**src/rtl/rsfix_pkg.sv**
```systemverilog
package rsfix_pkg;
  localparam int SYM_W  = 12;
  localparam int BYTE_W = 8;

  typedef enum logic [1:0] {
    ST_IDLE  = 2'd0,
    ST_READ  = 2'd1,
    ST_WRITE = 2'd2,
    ST_FIN   = 2'd3
  } rmw_state_e;
endpackage

```
**src/rtl/rsfix_locate.sv**
```systemverilog
// Maps a symbol position and pattern onto one or two flat buffer bytes.
module rsfix_locate
  import rsfix_pkg::*;
#(
  parameter int ADDR_W  = 12,
  parameter int MAX_POS = 1374
) (
  input  logic [SYM_W-1:0]  pos,
  input  logic [SYM_W-1:0]  pat,
  output logic [ADDR_W-1:0] addr_lo,
  output logic [ADDR_W-1:0] addr_hi,
  output logic [BYTE_W-1:0] mask_lo,
  output logic [BYTE_W-1:0] mask_hi,
  output logic              two_bytes,
  output logic              bad
);
  localparam int TW = SYM_W + 1;

  logic [SYM_W-1:0] half;
  logic [TW-1:0]    triple;

  // 3 * floor(pos/2), the byte where the symbol pair starts
  assign half   = pos >> 1;
  assign triple = {1'b0, half} + {half, 1'b0};

  always_comb begin
    two_bytes = 1'b1;
    bad       = (int'(pos) > MAX_POS);
    addr_lo   = '0;
    addr_hi   = '0;
    mask_lo   = '0;
    mask_hi   = '0;
    if (pos == '0) begin
      // first symbol carries only eight data bits
      two_bytes = 1'b0;
      mask_lo   = pat[7:0];
      if (pat[SYM_W-1:8] != '0) bad = 1'b1;
    end else if (pos[0]) begin
      addr_lo = ADDR_W'(triple + TW'(1));
      addr_hi = ADDR_W'(triple + TW'(2));
      mask_lo = pat[SYM_W-1:4];
      mask_hi = {pat[3:0], 4'h0};
    end else begin
      addr_lo = ADDR_W'(triple - TW'(1));
      addr_hi = ADDR_W'(triple);
      mask_lo = {4'h0, pat[SYM_W-1:8]};
      mask_hi = pat[7:0];
    end
  end
endmodule

```
**src/rtl/rsfix_tally.sv**
```systemverilog
// Per-page bookkeeping of applied entries and sticky failure.
module rsfix_tally #(
  parameter int MAX_ERR = 4,
  parameter int CNT_W   = 3
) (
  input  logic             clk,
  input  logic             rst_n,
  input  logic             take,
  input  logic             bad_entry,
  input  logic             fin,
  output logic             drop,
  output logic             done,
  output logic             res_fail,
  output logic [CNT_W-1:0] res_count
);
  logic [CNT_W-1:0] count_q;
  logic             failed_q;

  assign drop = bad_entry || failed_q || (int'(count_q) == MAX_ERR);

  always_ff @(posedge clk) begin
    if (!rst_n) begin
      count_q   <= '0;
      failed_q  <= 1'b0;
      done      <= 1'b0;
      res_fail  <= 1'b0;
      res_count <= '0;
    end else begin
      done <= 1'b0;
      if (fin) begin
        done      <= 1'b1;
        res_fail  <= failed_q;
        res_count <= failed_q ? '0 : count_q;
        count_q   <= '0;
        failed_q  <= 1'b0;
      end else if (take) begin
        if (drop) failed_q <= 1'b1;
        else      count_q  <= count_q + CNT_W'(1);
      end
    end
  end
endmodule

```
**src/rtl/rsfix_rmw.sv**
```systemverilog
// Sequences read-then-write of each affected byte over one RAM port.
module rsfix_rmw
  import rsfix_pkg::*;
#(
  parameter int ADDR_W = 12
) (
  input  logic              clk,
  input  logic              rst_n,
  input  logic              take,
  input  logic              last,
  input  logic              drop,
  input  logic              two_bytes,
  input  logic [ADDR_W-1:0] addr_lo,
  input  logic [ADDR_W-1:0] addr_hi,
  input  logic [BYTE_W-1:0] mask_lo,
  input  logic [BYTE_W-1:0] mask_hi,
  output logic              ready,
  output logic              fin,
  output logic              mem_en,
  output logic              mem_we,
  output logic [ADDR_W-1:0] mem_addr,
  output logic [BYTE_W-1:0] mem_wdata,
  input  logic [BYTE_W-1:0] mem_rdata
);
  rmw_state_e        state;
  logic              sel;
  logic              two_q;
  logic              last_q;
  logic [ADDR_W-1:0] addr_q [2];
  logic [BYTE_W-1:0] mask_q [2];

  assign ready     = (state == ST_IDLE);
  assign fin       = (state == ST_FIN);
  assign mem_en    = (state == ST_READ) || (state == ST_WRITE);
  assign mem_we    = (state == ST_WRITE);
  assign mem_addr  = addr_q[sel];
  assign mem_wdata = mem_rdata ^ mask_q[sel];

  always_ff @(posedge clk) begin
    if (!rst_n) begin
      state  <= ST_IDLE;
      sel    <= 1'b0;
      two_q  <= 1'b0;
      last_q <= 1'b0;
      for (int i = 0; i < 2; i++) begin
        addr_q[i] <= '0;
        mask_q[i] <= '0;
      end
    end else begin
      unique case (state)
        ST_IDLE: if (take) begin
          last_q <= last;
          if (drop) begin
            state <= last ? ST_FIN : ST_IDLE;
          end else begin
            addr_q[0] <= addr_lo;
            addr_q[1] <= addr_hi;
            mask_q[0] <= mask_lo;
            mask_q[1] <= mask_hi;
            two_q     <= two_bytes;
            sel       <= 1'b0;
            state     <= ST_READ;
          end
        end
        ST_READ: state <= ST_WRITE;
        ST_WRITE: begin
          if (!sel && two_q) begin
            sel   <= 1'b1;
            state <= ST_READ;
          end else begin
            state <= last_q ? ST_FIN : ST_IDLE;
          end
        end
        ST_FIN: state <= ST_IDLE;
        default: state <= ST_IDLE;
      endcase
    end
  end
endmodule

```
**src/rtl/rs_fix_mapper.sv**
```systemverilog
module rs_fix_mapper #(
  parameter int PAGE_BYTES  = 2048,
  parameter int SPARE_BYTES = 64,
  parameter int MAX_POS     = 1374,
  parameter int MAX_ERR     = 4,
  localparam int BUF_BYTES  = PAGE_BYTES + SPARE_BYTES,
  localparam int ADDR_W     = $clog2(BUF_BYTES),
  localparam int CNT_W      = $clog2(MAX_ERR + 1)
) (
  input  logic              clk,
  input  logic              rst_n,
  input  logic              err_valid,
  output logic              err_ready,
  input  logic [11:0]       err_pos,
  input  logic [11:0]       err_pat,
  input  logic              err_last,
  output logic              mem_en,
  output logic              mem_we,
  output logic [ADDR_W-1:0] mem_addr,
  output logic [7:0]        mem_wdata,
  input  logic [7:0]        mem_rdata,
  output logic              done,
  output logic              fail,
  output logic [CNT_W-1:0]  corr_count
);
  logic [ADDR_W-1:0] addr_lo, addr_hi;
  logic [7:0]        mask_lo, mask_hi;
  logic              two_bytes, bad, drop, take, fin;

  assign take = err_valid && err_ready;

  rsfix_locate #(.ADDR_W(ADDR_W), .MAX_POS(MAX_POS)) u_locate (
    .pos(err_pos), .pat(err_pat),
    .addr_lo(addr_lo), .addr_hi(addr_hi),
    .mask_lo(mask_lo), .mask_hi(mask_hi),
    .two_bytes(two_bytes), .bad(bad)
  );

  rsfix_tally #(.MAX_ERR(MAX_ERR), .CNT_W(CNT_W)) u_tally (
    .clk(clk), .rst_n(rst_n), .take(take), .bad_entry(bad), .fin(fin),
    .drop(drop), .done(done), .res_fail(fail), .res_count(corr_count)
  );

  rsfix_rmw #(.ADDR_W(ADDR_W)) u_rmw (
    .clk(clk), .rst_n(rst_n), .take(take), .last(err_last), .drop(drop),
    .two_bytes(two_bytes), .addr_lo(addr_lo), .addr_hi(addr_hi),
    .mask_lo(mask_lo), .mask_hi(mask_hi),
    .ready(err_ready), .fin(fin),
    .mem_en(mem_en), .mem_we(mem_we), .mem_addr(mem_addr),
    .mem_wdata(mem_wdata), .mem_rdata(mem_rdata)
  );
endmodule

```
**config.mk**
```make
export PLATFORM = sky130hd
export DESIGN_NAME = rs_fix_mapper
export DESIGN_NICKNAME = d
export VERILOG_FILES = /design/src/rtl/rsfix_pkg.sv /design/src/rtl/rsfix_locate.sv /design/src/rtl/rsfix_tally.sv /design/src/rtl/rsfix_rmw.sv /design/src/rtl/rs_fix_mapper.sv
export SDC_FILE = /design/constraint.sdc
export NUM_CORES = 1
export LEC_CHECK = 0
export ABC_AREA = 0
export BUFFER_PORTS_ARGS = -buffer_cell sky130_fd_sc_hd__buf_2
export CAP_MARGIN = 20
export CORE_MARGIN = 2
export CORE_UTILIZATION = 62
export CTS_CLUSTER_SIZE = 25
export DETAILED_ROUTE_END_ITERATION = 16
export PLACE_DENSITY = 0.91
export SLEW_MARGIN = 20
export SYNTH_ARGS = -nofsm -noshare
export SYNTH_HDL_FRONTEND = slang
export SYNTH_SLANG_ARGS = --single-unit
```
**constraint.sdc**
```tcl
create_clock -name clk -period 4.95 [get_ports clk]
set_input_delay 0.495 -clock clk [delete_from_list [all_inputs] [get_ports clk]]
set_output_delay 0.495 -clock clk [all_outputs]
set_load 0.1 [all_outputs]
```
==> impl_metrics.ini, run 1 <==
[cells_and_area]
diodes = 0
num-fill-cells = 477
nNetsFinal = 531
final_common_cell = buf_2
drive_gt1_share_pct = 20.5
syn_to_final_growth_pct = 11.7
final_cell_mix = 63 x buf_2, 52 x nor2_1, 40 x edfxtp_1, 36 x ha_1, 23 x inv_1

[logic_synthesis]
ys.flop_type = edfxtp_1
synth-edff-count = 40
yosys_register_bits = 55
synth-xor-area-share_pct = 6.65
async_flop_share_pct = 0
synth.net_count = 471
yosys_warnings = 0
synth_top_family_by_area = simple AND/OR/NAND/NOR gates
synth_simple_gate_area_share_pct = 17.9
synth_fa_ha_area_share_pct = 12.0
synth_area_per_cell_um2 = 9.87
muxShareOfSynthArea_pct = 8.31
syn_inst = 398
yosysUniqueCellTypes = 59
synth_compound_area_share_pct = 13.6
ys_seq_area_share_pct = 38.2
syn_area_um2 = 3930

[critical_path]
cp-start-kind = input port
critPathRequiredTime_ps = 4990
cp.arrival_ps = 3750
critical_path_buf_inv_count = 2
startpoint = err_pos[1]
slowest_stage = fa_1
critical_path_class = input port to register
path_delay_family = compound AO/OA/AOI/OAI gates
path_cells = buf_2 -> ha_1 -> fa_1 -> a211oi_2 -> o21ai_1 -> a211o_1 -> a21oi_1 -> or2_4 -> inv_1 -> ha_1 -> o21ai_0 -> nand3b_1 -> o21ai_0 -> a211oi_1 -> xnor2_1 -> nor2_1
crit_fanout = 9
r2r_start = u_tally.count_q[0]
critPathMaxStageDelay_ps = 430
crit_path_end_kind = register

[route]
drc = 0
wl_per_cell_um = 14.7
dr.pass1.iters = 4
finalWirelength_um = 7860
vias = 3115
antenna_left = 0
drt-initial-drc-count = 96
post_drt_via_cell_ratio = 5.81

[placement]
place_ws_ps = 935
io_buffers = 63
dp_hpwl_um = 6010
routabilityCongestion = 0.846

[timing]
worst_slack_ps = 1240
rsz0062_at_grt = no
period_share_pct = 75.0
tns_ps = 0
finalCriticalPeriod_ps = 3710
fin_skew_ps = 9.56
worst_pin_slew_ps = 988
finalHoldViolCount = 0
maxSlewViolCount = 0
setup_viol = 0
max_slew_margin_pct = 34.1
clock.fmax_mhz = 269

[clocking]
worstSkewPairLatency_ps = 300
clock_path_buffers = 2
postCtsSetupBuffers = 0
cts_hold_buffers = 0
clk_pin_slew_ps = 90
clock-sinks = 55
htreeDepth = 2
cts_tree = done
root_buffer = clkbuf_8
cts_resized = 0
cts_buffers = 5

[global_routing]
antenna_found_initial = 0
grt_overflow = 0
grt_start_max_net_pins = 41
grt_pass1_vias = 3097
grt_pass1_wl_um = 13400
grt_util_all_layers_pct = 23.1

[die]
die_y_um = 83.6
start_util_pct = 63.0
ios = 64
rows = 29
die_area_um2 = 6990
die_w_um = 83.6
core_area_um2 = 6240

[hold_path]
worstHoldStart = err_last
hold_path.class = input port to register

[power_and_ir_drop]
combPwrFrac_pct = 52.7
intPower_uw = 921
p_sw_uw = 857
seq_power_share_pct = 34.3
swShare_pct = 48.2
p_per_area_nw_per_um2 = 405
cellLeakagePower_nw = 1.91
power_frac_clock_pct = 13.0
worst_ir_drop_vdd_mv = 0.490

[job]
maxCapViolCount = 0

[run_status]
status = finished clean
## final cells by class
cell class | count | area [um^2] | area share, %
Clock buffer | 6 | 72.6 | 1.65
Clock inverter | 2 | 7.51 | 0.171
Inverter | 23 | 86.3 | 1.97
Multi-Input combinational cell | 308 | 2300 | 52.3
Sequential cell | 55 | 1500 | 34.2
Tap cell | 77 | 96.3 | 2.19
Timing Repair Buffer | 65 | 330 | 7.52
## layer usage
| layer | GRT usage, % | part of all wire, % |
|---|---|---|
| met1 | 28.0 | 42 |
| met2 | 41.4 | 51 |
| met3 | 3.07 | 4.0 |
| met4 | 9.09 | 2.5 |
| met5 | 0 | 0 |
## cells in the mapped netlist (2+ instances only)
library cell / n / area, um^2
and2_1: 5 / 31.3
nand4_1: 5 / 31.3
xor2_1: 10 / 87.6
ha_1: 36 / 450
a21oi_1: 12 / 60.1
a21boi_0: 4 / 30.0
dfxtp_1: 15 / 300
inv_1: 23 / 86.3
nor2_1: 52 / 195
xnor2_1: 18 / 158
and4_1: 2 / 17.5
a211oi_1: 11 / 82.6
and3_1: 6 / 37.5
mux2_2: 12 / 135
o22ai_1: 2 / 12.5
a221oi_1: 2 / 17.5
or2_2: 2 / 12.5
nand3_1: 8 / 40.0
clkbuf_1: 11 / 41.3
mux2i_1: 18 / 180
a21o_1: 10 / 75.1
nor3b_1: 6 / 45.0
nand3b_1: 2 / 15.0
a22oi_1: 6 / 45.0
nand2_1: 19 / 71.3
nor2b_1: 4 / 25.0
o31ai_1: 2 / 15.0
o21a_1: 2 / 15.0
nor3_1: 7 / 35.0
o21ai_0: 13 / 65.1
edfxtp_1: 40 / 1200
nand2b_1: 6 / 37.5
## cells by family (layout without fill, tap and decap cells)
logic type | count (synthesis) | after routing
AOI/OAI and AO/OA | 77 | 77
xor gates and xnor gates | 29 | 29
adders and majority gates | 37 | 37
buffers and inverters | 35 | 96
DFF | 55 | 55
muxes | 31 | 31
and+or+nand+nor | 134 | 134
## worst paths after layout
kind                                             end  slack [ps]  depth (start not counted)
worst min-delay path                    u_rmw.last_q         480                          3
worst min register to register  u_tally.res_count[2]         490                          2
worst max-delay path             u_rmw.addr_q[0][11]        1240                         16
worst max register to register    u_rmw.mask_q[1][0]        2500                          8
## metrics by stage
| stage | instance area (um^2) | util, % | cells | hold slack (ps) | power (mW) |
|---|---|---|---|---|---|
| after detailed placement | 4310 | 69.1 | 528 | 480 | 1.55 |
| after global routing | 4390 | 70.4 | 536 | 494 | 1.87 |
| after floorplan | 3930 | - | 398 | 448 | 1.40 |
| final | 4390 | 70.4 | 536 | 481 | 1.78 |
| after global placement | 4310 | 69.1 | 528 | 460 | 1.52 |
| after CTS | 4390 | 70.4 | 536 | 474 | 1.78 |
## power by group through the flow
stage,Clock (mW),Combinational (mW),Sequential (mW)
2_1_floorplan,0,0.785,0.620
3_3_place_gp,0,0.908,0.616
3_5_place_dp,0,0.932,0.622
4_1_cts,0.233,0.936,0.611
5_1_grt,0.246,1.01,0.620
6_report,0.231,0.938,0.611
## flip-flops by register name (all words and copies together), names as in the netlist, named ones only
name,cells
u_tally.res_count,3
u_rmw.last_q,1
u_rmw.mask_q,16
u_rmw.two_q,1
u_rmw.state,2
u_tally.res_fail,1
u_tally.failed_q,1
u_tally.count_q,3
u_rmw.sel,1
u_tally.done,1
u_rmw.addr_q,24
## tightest hold or removal path: stages
cell and delay (ps):
buf_2 110, nand2_1 50, a21boi_0 60
Note: power is estimated with default switching activity, not from simulation.
==> run 2: changes to the inputs <==
--- a/config.mk
+++ b/config.mk
@@ -9,10 +9,10 @@
 export BUFFER_PORTS_ARGS = -buffer_cell sky130_fd_sc_hd__buf_2
 export CAP_MARGIN = 20
 export CORE_MARGIN = 2
-export CORE_UTILIZATION = 62
+export CORE_UTILIZATION = 52
 export CTS_CLUSTER_SIZE = 25
 export DETAILED_ROUTE_END_ITERATION = 16
-export PLACE_DENSITY = 0.91
+export PLACE_DENSITY = 0.82
 export SLEW_MARGIN = 20
 export SYNTH_ARGS = -nofsm -noshare
 export SYNTH_HDL_FRONTEND = slang
==> constraint.sdc (replaced) <==
create_clock -name clk -period 3.35 [get_ports clk]
set_input_delay 0.335 -clock clk [delete_from_list [all_inputs] [get_ports clk]]
set_output_delay 0.335 -clock clk [all_outputs]
set_load 0.1 [all_outputs]
==> impl_metrics.ini, run 2 (synthesis results as in run 1) <==
[clocking]
cts_resized = 0
clock_path_buffers = 2
cts_tree = done
postCtsSetupBuffers = 0
clock-sinks = 55
clk_pin_slew_ps = 100
htreeDepth = 2
root_buffer = clkbuf_8
worstSkewPairLatency_ps = 310
cts_buffers = 5
cts_hold_buffers = 0

[cells_and_area]
largest_reg_flops = 24
ff_latch_area_um2 = 1500
regMostFlops = u_rmw.addr_q
reg_top3 = u_rmw.addr_q: 24 flops, u_rmw.mask_q: 16 flops
stdcell_area_um2 = 4680
final_cell_mix = 63 x buf_2, 52 x nor2_1, 40 x edfxtp_1, 36 x ha_1, 26 x buf_4
nNetsFinal = 556
diodes = 0
final_util_pct = 64.1
drive_gt1_share_pct = 25.2
final_common_cell = buf_2
syn_to_final_growth_pct = 19.0
num-fill-cells = 636
multi_input_area_um2 = 2300

[critical_path]
crit_path_end_kind = register
cp-start-kind = input port
crit_fanout = 4
startpoint = err_pos[1]
critPathRequiredTime_ps = 3430
cp.arrival_ps = 3220
critical_path_class = input port to register
r2r_start = u_tally.count_q[0]
rrSetupSlack_ps = 1050

[timing]
rsz0062_at_grt = no
period_share_pct = 93.9
clock.fmax_mhz = 318
holdWs_ps = 309
finalCriticalPeriod_ps = 3150
worst_slack_ps = 203
finalHoldViolCount = 0
setup_viol = 0
max_slew_margin_pct = 65.7
worst_pin_slew_ps = 512
fin_skew_ps = 10.3
maxSlewViolCount = 0

[route]
vias = 3187
dr.pass1.iters = 4
top_layer_used = met4
post_drt_via_cell_ratio = 5.47
drc = 0
wl_met3_um = 313
antenna_left = 0
finalWirelength_um = 8220
wl_per_cell_um = 14.1
drt-initial-drc-count = 206
wl_met2_um = 4160
met1Wirelength_um = 3620

[die]
die_area_um2 = 8270
die_y_um = 90.9
core_area_um2 = 7290
die_w_um = 90.9
rows = 31
start_util_pct = 53.9
ios = 64

[power_and_ir_drop]
power.total_mw = 2.86
cellLeakagePower_nw = 2.06
swShare_pct = 45.1
power_frac_clock_pct = 17.6
seq_power_share_pct = 31.4
intPower_mw = 1.57
p_per_area_nw_per_um2 = 611
combPwrFrac_pct = 51.0
worst_ir_drop_vdd_mv = 0.211
p_sw_mw = 1.29

[hold_path]
worstHoldStart = err_last
hold_path.class = input port to register

[global_routing]
antenna_found_initial = 0
grt_util_all_layers_pct = 19.9
grt_pass1_vias = 3147
grt_pass1_wl_um = 13800
grt_start_max_net_pins = 33
grt_overflow = 0

[placement]
placed_area_um2 = 4540
dp_hpwl_um = 6390
routabilityCongestion = 0.892
place_ws_ps = -95.6
io_buffers = 63

[job]
maxCapViolCount = 0

[run_status]
status = finished clean
[run 2: cell types whose count changed in the layout (fill, tap and decap cells not counted)]
cell	change
a21oi_1	-1
a21oi_2	+1
buf_12	+1
buf_4	+24
bufinv_16	+2
clkinv_1	-2
[run 2: final cells by class]
| cell class | count | share of cell area (%) |
|---|---|---|
| Tap cell | 99 | 2.65 |
| Inverter | 23 | 1.85 |
| Timing Repair Buffer | 90 | 11.3 |
| Multi-Input combinational cell | 308 | 49.2 |
| Sequential cell | 55 | 32.1 |
| Clock inverter | 2 | 1.28 |
| Clock buffer | 6 | 1.55 |
[run 2: layer usage]
| layer | up-vias | GRT usage [%] |
|---|---|---|
| met5 | - | 0 |
| met4 | 0 | 7.07 |
| li1 | 1613 | - |
| met1 | 1474 | 24.1 |
| met2 | 91 | 36.3 |
| met3 | 9 | 2.32 |
[run 2: power groups by stage]
| stage | Combinational [mW] | Sequential [mW] | Clock (mW) |
|---|---|---|---|
| detailed placement | 1.45 | 0.913 | 0 |
| finish | 1.46 | 0.896 | 0.504 |
| global placement | 1.41 | 0.906 | 0 |
| global route | 1.55 | 0.910 | 0.539 |
| CTS | 1.45 | 0.897 | 0.509 |
| floorplan | 1.16 | 0.915 | 0 |
[run 2: path summary, 6_finish.rpt]
check | endpoint | cells past startpoint
max reg2reg | u_rmw.addr_q[1][5] | 8
max | u_rmw.addr_q[0][11] | 16
min | u_rmw.last_q | 3
min reg2reg | u_rmw.two_q | 2
[run 2: critical path: stages]
cell and delay, ps:
buf_2 100, ha_1 220, fa_1 410, a211oi_2 250, o21ai_1 130, a211o_1 310
and3_4 190, or2_4 240, inv_1 60, ha_1 250, o21ai_0 200, nand3b_1 120
o21ai_0 100, a211oi_1 80, xnor2_1 170, nor2_1 50
[run 2: per-stage QoR]
step	instances	setup TNS [ps]
6_report	583	0
5_1_grt	583	0
4_1_cts	583	0
3_5_place_dp	575	-95.6
3_3_place_gp	575	-8.22
2_1_floorplan	398	0
==> run 3: changes to the inputs <==
--- a/config.mk
+++ b/config.mk
@@ -9,10 +9,10 @@
 export BUFFER_PORTS_ARGS = -buffer_cell sky130_fd_sc_hd__buf_2
 export CAP_MARGIN = 20
 export CORE_MARGIN = 2
-export CORE_UTILIZATION = 52
+export CORE_UTILIZATION = 50
 export CTS_CLUSTER_SIZE = 25
 export DETAILED_ROUTE_END_ITERATION = 16
-export PLACE_DENSITY = 0.82
+export PLACE_DENSITY = 0.8
 export SLEW_MARGIN = 20
 export SYNTH_ARGS = -nofsm -noshare
 export SYNTH_HDL_FRONTEND = slang
==> impl_metrics.ini, run 3 (synthesis results as in run 1) <==
[cells_and_area]
num-fill-cells = 684
final_util_pct = 60.0
final_cells = 584
reg_top3 = u_rmw.addr_q: 24 flops, u_rmw.mask_q: 16 flops
final_common_cell = buf_2
nNetsFinal = 554
final_cell_mix = 63 x buf_2, 52 x nor2_1, 40 x edfxtp_1, 36 x ha_1, 25 x buf_4
syn_to_final_growth_pct = 17.3
regMostFlops = u_rmw.addr_q
drive_gt1_share_pct = 25.1
diodes = 0
largest_reg_flops = 24

[timing]
worst_slack_ps = 232
max_slew_margin_pct = 59.4
rsz0062_at_grt = no
clock.fmax_mhz = 321
fin_skew_ps = 10.5
period_share_pct = 93.1
finalCriticalPeriod_ps = 3120
holdWs_ps = 304
maxSlewViolCount = 0
worst_pin_slew_ps = 608
setup_viol = 0
finalHoldViolCount = 0

[die]
core_area_um2 = 7690
die_w_um = 92.7
die_y_um = 92.7
rows = 32
ios = 64
die_area_um2 = 8580
start_util_pct = 51.1

[power_and_ir_drop]
worst_ir_drop_vdd_mv = 0.250
p_per_area_nw_per_um2 = 587
cellLeakagePower_nw = 2.02

[clocking]
clock-sinks = 55
cts_tree = done
cts_hold_buffers = 0
cts_buffers = 5
htreeDepth = 2
postCtsSetupBuffers = 0
cts_resized = 0
worstSkewPairLatency_ps = 310
root_buffer = clkbuf_8
clk_pin_slew_ps = 100
clock_path_buffers = 2

[route]
dr.pass1.iters = 4
drc = 0
antenna_left = 0
drt-initial-drc-count = 179
wl_met2_um = 3930
top_layer_used = met4
finalWirelength_um = 7980
met1Wirelength_um = 3660
vias = 3155
wl_met3_um = 224
post_drt_via_cell_ratio = 5.40
wl_per_cell_um = 13.7

[global_routing]
grt_overflow = 0
grt_pass1_vias = 3022
grt_pass1_wl_um = 13400
antenna_found_initial = 0
grt_util_all_layers_pct = 19.3
grt_start_max_net_pins = 41

[hold_path]
hold_depth = 3
hold_path.class = input port to register

[critical_path]
crit_fanout = 3
rrSetupSlack_ps = 850
critPathRequiredTime_ps = 3420
cp.arrival_ps = 3190
crit_path_end_kind = register
r2r_cells = 8
cp-start-kind = input port
critical_path_class = input port to register

[run_status]
status = finished clean

[placement]
dp_hpwl_um = 6220
io_buffers = 63
routabilityCongestion = 0.875
dp_cells = 576
place_ws_ps = -81.5

[job]
maxCapViolCount = 0
run 3: routing by layer:
layer  vias to the layer above  GRT usage (%)
met5                         -              0
met4                         0           7.23
met3                        12           2.93
met2                        53           34.1
met1                      1476           23.9
li1                       1614              -
run 3: report_power, final:
part           internal [mW]  switching (mW)  leakage [nW]
combinational          0.409            1.03          1.43
clock                  0.150           0.216        0.0485
sequential             0.855          0.0441         0.543
total                   1.41            1.29          2.02
run 3: through the flow:
stage | cell area [um^2] | power [mW] | TNS (ps)
2_1_floorplan | 3930 | 2.08 | 0
3_3_place_gp | 4520 | 2.32 | -11.1
3_5_place_dp | 4520 | 2.35 | -81.5
4_1_cts | 4610 | 2.71 | 0
5_1_grt | 4610 | 2.85 | 0
6_report | 4610 | 2.70 | 0
run 3: worst paths after layout:
kind                            from                   to
hold reg to reg          u_rmw.two_q          u_rmw.two_q
hold / removal              err_last         u_rmw.last_q
setup reg to reg  u_tally.count_q[0]   u_rmw.addr_q[0][1]
setup / recovery          err_pos[1]  u_rmw.addr_q[0][11]
run 3: final cells by class:
cell class / count / area (um^2) / share of cell area (%)
inverter: 23 / 86.3 / 1.87
clock buffer: 5 / 68.8 / 1.49
timing repair buffer: 88 / 503 / 10.9
sequential: 55 / 1500 / 32.6
clock inverter: 3 / 22.5 / 0.488
multi-input combinational: 308 / 2300 / 49.9
tap: 102 / 128 / 2.77
run 3: critical path, stage by stage:
cell and delay, ps:
buf_2 110, ha_1 220, fa_1 400, a211oi_2 240, o21ai_1 120, a211o_1 310
and3_4 200, or2_4 240, inv_1 50, ha_1 250, nand4_1 90, o21ba_2 160
a211oi_1 250, xnor2_1 150, nor2_1 50
